File: src/rtl/ffl_pkg.sv
package ffl_pkg;
  typedef enum logic [1:0] {
    RESP_DONE  = 2'd0,
    RESP_FAULT = 2'd1,
    RESP_MISS  = 2'd2,
    RESP_NONE  = 2'd3
  } respKind_e;

  // strobes from control to datapath
  typedef struct packed {
    logic load;     // capture length, clear index and mask
    logic accept;   // current element finished
    logic finCur;   // result length = current index
    logic finReq;   // result length = requested length
    logic finZero;  // result length = 0
  } dpStrobe_t;
endpackage

File: src/rtl/ffl_dp.sv
module ffl_dp
  import ffl_pkg::*;
#(
  parameter int MAX_VL = 8,
  parameter int VLW    = $clog2(MAX_VL + 1),
  parameter int IDXW   = (MAX_VL > 1) ? $clog2(MAX_VL) : 1
) (
  input  logic              clk,
  input  logic              rstN,
  input  dpStrobe_t         stb,
  input  logic [VLW-1:0]    reqLen,
  output logic [IDXW-1:0]   curIdx,
  output logic              firstElem,
  output logic              lastElem,
  output logic [VLW-1:0]    outLen,
  output logic [MAX_VL-1:0] doneMask
);
  logic [VLW-1:0]    lenReg;
  logic [VLW-1:0]    curReg;
  logic [VLW-1:0]    outLenReg;
  logic [MAX_VL-1:0] maskReg;

  always_ff @(posedge clk or negedge rstN) begin
    if (!rstN) begin
      lenReg <= '0;
      curReg <= '0;
    end else if (stb.load) begin
      lenReg <= reqLen;
      curReg <= '0;
    end else if (stb.accept) begin
      curReg <= curReg + VLW'(1);
    end
  end

  for (genvar i = 0; i < MAX_VL; i++) begin : g_mask
    always_ff @(posedge clk or negedge rstN) begin
      if (!rstN) maskReg[i] <= 1'b0;
      else if (stb.load) maskReg[i] <= 1'b0;
      else if (stb.accept && curReg == VLW'(i)) maskReg[i] <= 1'b1;
    end
  end

  always_ff @(posedge clk or negedge rstN) begin
    if (!rstN) outLenReg <= '0;
    else if (stb.finZero) outLenReg <= '0;
    else if (stb.finReq) outLenReg <= lenReg;
    else if (stb.finCur) outLenReg <= curReg;
  end

  assign curIdx    = curReg[IDXW-1:0];
  assign firstElem = (curReg == '0);
  assign lastElem  = ((curReg + VLW'(1)) == lenReg);
  assign outLen    = outLenReg;
  assign doneMask  = maskReg;

  // finished elements always form a prefix starting at element 0
  assert_mask_prefix_R1: assert property (@(posedge clk) disable iff (!rstN)
    ((maskReg & (maskReg + MAX_VL'(1))) == '0));
  // a trimmed length never exceeds the vector width
  assert_len_bound_R2: assert property (@(posedge clk) disable iff (!rstN)
    (outLenReg <= VLW'(MAX_VL)));
endmodule

File: src/rtl/ffl_ctrl.sv
module ffl_ctrl
  import ffl_pkg::*;
#(
  parameter int MAX_VL   = 8,
  parameter int ZL_LIMIT = 10,
  parameter int IDXW     = (MAX_VL > 1) ? $clog2(MAX_VL) : 1,
  parameter int ZLW      = $clog2(ZL_LIMIT + 1)
) (
  input  logic            clk,
  input  logic            rstN,
  input  logic            start,
  input  logic            reqLenZero,
  input  logic            trimOnMiss,
  input  logic            zeroLenMode,
  input  logic            chickenBit,
  input  logic            respValid,
  input  logic [1:0]      respKind,
  input  logic [IDXW-1:0] curIdx,
  input  logic            firstElem,
  input  logic            lastElem,
  output dpStrobe_t       stb,
  output logic            busy,
  output logic            done,
  output logic            trap,
  output logic [IDXW-1:0] trapIdx
);
  typedef enum logic {ST_IDLE, ST_BUSY} state_e;
  state_e stateQ, stateD;
  logic [ZLW-1:0] zlCount;
  logic finish, trapNow, zlInc, zlClr, zlAllowed;

  assign zlAllowed = zeroLenMode && !chickenBit && (zlCount < ZLW'(ZL_LIMIT));
  assign busy = (stateQ == ST_BUSY);

  always_comb begin
    stb     = '0;
    stateD  = stateQ;
    finish  = 1'b0;
    trapNow = 1'b0;
    zlInc   = 1'b0;
    zlClr   = 1'b0;
    unique case (stateQ)
      ST_IDLE: begin
        if (start) begin
          stb.load = 1'b1;
          if (reqLenZero) begin
            stb.finZero = 1'b1;
            finish      = 1'b1;
          end else begin
            stateD = ST_BUSY;
          end
        end
      end
      ST_BUSY: begin
        if (respValid) begin
          unique case (respKind_e'(respKind))
            RESP_DONE: begin
              stb.accept = 1'b1;
              if (lastElem) begin
                stb.finReq = 1'b1;
                finish     = 1'b1;
              end
            end
            RESP_FAULT: begin
              finish = 1'b1;
              if (!firstElem) stb.finCur = 1'b1;
              else if (zlAllowed) begin
                stb.finZero = 1'b1;
                zlInc       = 1'b1;
              end else begin
                stb.finReq = 1'b1;
                trapNow    = 1'b1;
              end
            end
            RESP_MISS: begin
              if (!firstElem && trimOnMiss) begin
                stb.finCur = 1'b1;
                finish     = 1'b1;
              end
            end
            default: ;
          endcase
          if (finish) begin
            stateD = ST_IDLE;
            zlClr  = !zlInc;
          end
        end
      end
      default: stateD = ST_IDLE;
    endcase
  end

  always_ff @(posedge clk or negedge rstN) begin
    if (!rstN) begin
      stateQ  <= ST_IDLE;
      zlCount <= '0;
      done    <= 1'b0;
      trap    <= 1'b0;
      trapIdx <= '0;
    end else begin
      stateQ  <= stateD;
      done    <= finish;
      trap    <= trapNow;
      if (trapNow) trapIdx <= curIdx;
      if (zlInc) zlCount <= zlCount + ZLW'(1);
      else if (zlClr) zlCount <= '0;
    end
  end

  assert_trap_with_done_R3: assert property (@(posedge clk) disable iff (!rstN)
    trap |-> done);
  assert_trap_pulse_R3: assert property (@(posedge clk) disable iff (!rstN)
    trap |=> !trap);
  assert_zl_bound_R6: assert property (@(posedge clk) disable iff (!rstN)
    zlCount <= ZLW'(ZL_LIMIT));
  assert_chicken_traps_R8: assert property (@(posedge clk) disable iff (!rstN)
    (busy && respValid && respKind == 2'd1 && firstElem && chickenBit) |=> trap);
  assert_empty_load_R9: assert property (@(posedge clk) disable iff (!rstN)
    (!busy && start && reqLenZero) |=> (done && !trap && !busy));
  assert_no_done_while_busy_R10: assert property (@(posedge clk) disable iff (!rstN)
    busy |-> !done);
endmodule

File: src/rtl/ff_load_seq.sv
module ff_load_seq
  import ffl_pkg::*;
#(
  parameter int MAX_VL   = 8,
  parameter int ZL_LIMIT = 10,
  localparam int VLW     = $clog2(MAX_VL + 1),
  localparam int IDXW    = (MAX_VL > 1) ? $clog2(MAX_VL) : 1
) (
  input  logic              clk,
  input  logic              rstN,
  input  logic              start,
  input  logic [VLW-1:0]    reqLen,
  input  logic              trimOnMiss,
  input  logic              zeroLenMode,
  input  logic              chickenBit,
  output logic              elemReq,
  output logic [IDXW-1:0]   elemIdx,
  input  logic              respValid,
  input  logic [1:0]        respKind,
  output logic [VLW-1:0]    outLen,
  output logic [MAX_VL-1:0] doneMask,
  output logic              trap,
  output logic [IDXW-1:0]   trapIdx,
  output logic              done
);
  dpStrobe_t stb;
  logic firstElem, lastElem;

  ffl_ctrl #(.MAX_VL(MAX_VL), .ZL_LIMIT(ZL_LIMIT)) uCtrl (
    .clk(clk), .rstN(rstN), .start(start), .reqLenZero(reqLen == '0),
    .trimOnMiss(trimOnMiss), .zeroLenMode(zeroLenMode), .chickenBit(chickenBit),
    .respValid(respValid), .respKind(respKind), .curIdx(elemIdx),
    .firstElem(firstElem), .lastElem(lastElem), .stb(stb), .busy(elemReq),
    .done(done), .trap(trap), .trapIdx(trapIdx)
  );

  ffl_dp #(.MAX_VL(MAX_VL)) uDp (
    .clk(clk), .rstN(rstN), .stb(stb), .reqLen(reqLen), .curIdx(elemIdx),
    .firstElem(firstElem), .lastElem(lastElem), .outLen(outLen), .doneMask(doneMask)
  );
endmodule

File: config.mk
export PLATFORM = sky130hd
export DESIGN_NAME = ff_load_seq
export DESIGN_NICKNAME = d
export VERILOG_FILES = /design/src/rtl/ffl_pkg.sv /design/src/rtl/ffl_dp.sv /design/src/rtl/ffl_ctrl.sv /design/src/rtl/ff_load_seq.sv
export SDC_FILE = /design/constraint.sdc
export NUM_CORES = 1
export LEC_CHECK = 0
export BUFFER_PORTS_ARGS = -buffer_cell sky130_fd_sc_hd__clkbuf_2
export CORE_UTILIZATION = 35
export DETAILED_ROUTE_END_ITERATION = 12
export GPL_TIMING_DRIVEN = 0
export MAX_ROUTING_LAYER = met4
export SLEW_MARGIN = 20
export SYNTH_ARGS = -nofsm -noshare
export SYNTH_HDL_FRONTEND = slang
export SYNTH_SLANG_ARGS = --single-unit
File: constraint.sdc
create_clock -name clk -period 4.9 [get_ports clk]
set_clock_uncertainty 0.2 [all_clocks]
set_input_delay 0.49 -clock clk [delete_from_list [all_inputs] [get_ports clk]]
set_output_delay 0.49 -clock clk [all_outputs]
set_load 0.02 [all_outputs]
==> flow_metrics.env <==
export IMPL_synth_edff_count=0
export IMPL_fp_dieW_um=69.9
export IMPL_drc_errors=0
export IMPL_gp_congestion=0.850
export IMPL_dr_first_iter_drc_count=43
export IMPL_initial_core_util=0.368
export IMPL_status="finished clean"
export IMPL_synth_seq_area_share=0.466
export IMPL_synth_cells=150
export IMPL_period_needed_ns=2.35
export IMPL_n_antenna_cell=0
export IMPL_vdd_ir_drop_max_v=0.000278
export IMPL_drive_above_1_share=0.288
export IMPL_ys_types=39
export IMPL_die_area_mm2=0.00488
export IMPL_io_pins=34
export IMPL_cts_resized=0
export IMPL_rows=24
export IMPL_finalSetupTns_ns=0
export IMPL_slew_violations=0
export IMPL_reg2regPathDepth=7
export IMPL_timing_fmax_mhz=425
export IMPL_cts_sinks=30
export IMPL_cp_data_required_time_ns=4.86
export IMPL_syn_to_final_growth_pct=20.0
export IMPL_rr_startpoint="uDp.curReg[0]"
export IMPL_gr_total_overflow=0
export IMPL_gr_usage_all_layers=0.162
export IMPL_synth_nets=172
export IMPL_root_buffer="clkbuf_8"
export IMPL_crit_path_end_kind="register"
export IMPL_synthTopCellsByArea="dfrtp_1, ha_1, a22o_1, nand2_1, o211a_1"
export IMPL_clk_latency_ns=0.28
export IMPL_path_max_fanout=10
export IMPL_syn_area_mm2=0.00161
export IMPL_syn_avg_cell_area_um2=10.7
export IMPL_cts_tree="yes"
export IMPL_cts_buffer_depth=2
export IMPL_clkTransAtPathRegs_ns=0.06
export IMPL_yosysTopAreaCell="dfrtp_1"
export IMPL_tightest_slew_ns=0.729
export IMPL_cts_buffers=5
export IMPL_fin_ws_ns=2.55
export IMPL_grt_pass1_wl_mm=6.07
export IMPL_dr_total_vias=1250
export IMPL_ys_flop_type="dfrtp_1"
export IMPL_arrival_ns=2.31
export IMPL_maxSlewHeadroom=0.514
export IMPL_yosysMostFrequentCell="dfrtp_1"
export IMPL_finalHoldViolCount=0
export IMPL_synthArstFlopShare=1.00
export IMPL_drt_vias_per_instance=5.14
export IMPL_io_buffers=33
export IMPL_core_mm2=0.00438
export IMPL_critPathKind="reg -> reg"
export IMPL_power_density_mw_per_mm2=491
export IMPL_die_h_um=69.9
export IMPL_hold_path_class="in -> async"
export IMPL_place_ws_ns=2.56
export IMPL_wire_per_inst_um=14.2
export IMPL_rrSetupSlack_ns=2.55
export IMPL_cts_max_level=2
export IMPL_synth_warning_count=0
export IMPL_rsz0062_at_grt="no"
export IMPL_cap_violations=0
export IMPL_synth_top_area_frac=0.466
export IMPL_synthTopCellsByCount="dfrtp_1, nand2_1, ha_1, nor2_1, a22o_1"
export IMPL_grt_max_degree=31
export IMPL_postRouteAntennaNets=0
export IMPL_cp_start_kind="register"
export IMPL_grt_pass1_vias=1280
export IMPL_leakagePower_uw=0.000964
export IMPL_antenna_found_initial=0
export IMPL_dr_pass1_iters=4
export IMPL_fin_hold_ws_ns=0.0571
export IMPL_synth_seq_cells=30
export IMPL_cts_hold_buffers=0
export IMPL_nFillCells=436
export IMPL_post_cts_buffers=0
export IMPL_wl_mm=3.45
export IMPL_dpl_hpwl_mm=2.71
export IMPL_total_power_uw=949
export IMPL_reg2reg_to="uDp.outLen[3]"
export IMPL_nets=212
export IMPL_fin_crit_sh=0.480
export IMPL_setup_viol=0
## how the worst max path moves through the flow
stage,depth (start not counted),start,end
3_3_place_gp,7,uDp.curReg[0],uCtrl.done
2_1_floorplan,7,uDp.curReg[0],uDp.outLen[3]
3_5_place_dp,7,uDp.curReg[0],uDp.outLen[3]
4_1_cts,7,uDp.curReg[0],uDp.outLen[3]
6_report,7,uDp.curReg[0],uDp.outLen[3]
5_1_grt,7,uDp.curReg[0],uCtrl.done
## stage by stage
| stage | area (µm²) | utilization | std cells |
|---|---|---|---|
| 2_1_floorplan | 1610 | - | 150 |
| 3_3_place_gp | 1840 | 0.420 | 235 |
| 3_5_place_dp | 1840 | 0.420 | 235 |
| 4_1_cts | 1930 | 0.441 | 243 |
| 5_1_grt | 1930 | 0.441 | 243 |
| 6_report | 1930 | 0.441 | 243 |
## worst max-delay path: stages (launching register included)
cell and delay [ns]:
dfrtp_1 0.56, inv_1 0.12, ha_1 0.35, xnor2_1 0.15
and3_1 0.22, a32oi_2 0.15, or2_4 0.28, o211a_1 0.21
## final cells by class
type	count	area [µm²]	area share
clock inverter	1	5.00	0.00259
multi-input combinational	108	795	0.411
inverter	5	18.8	0.00971
timing repair buffer	33	165	0.0854
clock buffer	7	86.3	0.0447
tap	52	65.1	0.0337
sequential	30	751	0.388
buffer	7	47.5	0.0246
## layout by cell type, fill, tap and decap left out, types with 2 or more instances in the layout
master     n
xor2_1     2
nor2_1     9
o21ai_1    7
a22o_1     8
nand3_1    6
and3_1     2
buf_4      3
o21ai_0    7
and2_1     3
clkbuf_1   2
o211a_1    4
inv_1      5
nor3_1     3
nor3b_1    2
nand2_1   12
buf_2      2
dfrtp_1   30
clkbuf_2  33
xnor2_1    2
a21oi_1    3
mux2_2     3
xnor2_2    2
nor2b_1    5
or2_1      2
mux2i_1    2
mux2_1     3
ha_1       9
clkbuf_8   6
## registers in the layout, indices dropped and copies added (netlist names), 3 cells and up
name,cells
uDp.outLen,4
uDp.doneMask,8
uDp.curReg,4
uDp.lenReg,4
uCtrl.trapIdx,3
uCtrl.zlCount,4
## logic make-up (layout without fill, tap and decap cells)
group | Yosys count | in the layout | share of synthesized area
buffers and inverters | 12 | 53 | 0.0411
multiplexers | 8 | 8 | 0.0543
AND/OR/NAND/NOR | 48 | 48 | 0.154
adder cells (fa/ha/maj) | 9 | 9 | 0.0699
AO/OA/AOI/OAI | 37 | 37 | 0.172
flip-flops | 30 | 30 | 0.466
XOR/XNOR | 6 | 6 | 0.0419
## where the power goes
group	switching, µW	leakage [µW]	internal (µW)	total [µW]
Clock	88.5	0.0000482	113	202
Sequential	70.2	0.000390	317	387
Combinational	197	0.000526	163	361
Total	356	0.000964	593	949
## routing by layer
layer	up-vias	track usage	wire length (µm)
met5	-	-	0
met4	0	0.0467	38
met3	4	0.0548	184
met2	29	0.259	1660
met1	603	0.196	1560
li1	614	-	-
Power figures use the tool's default switching activity.
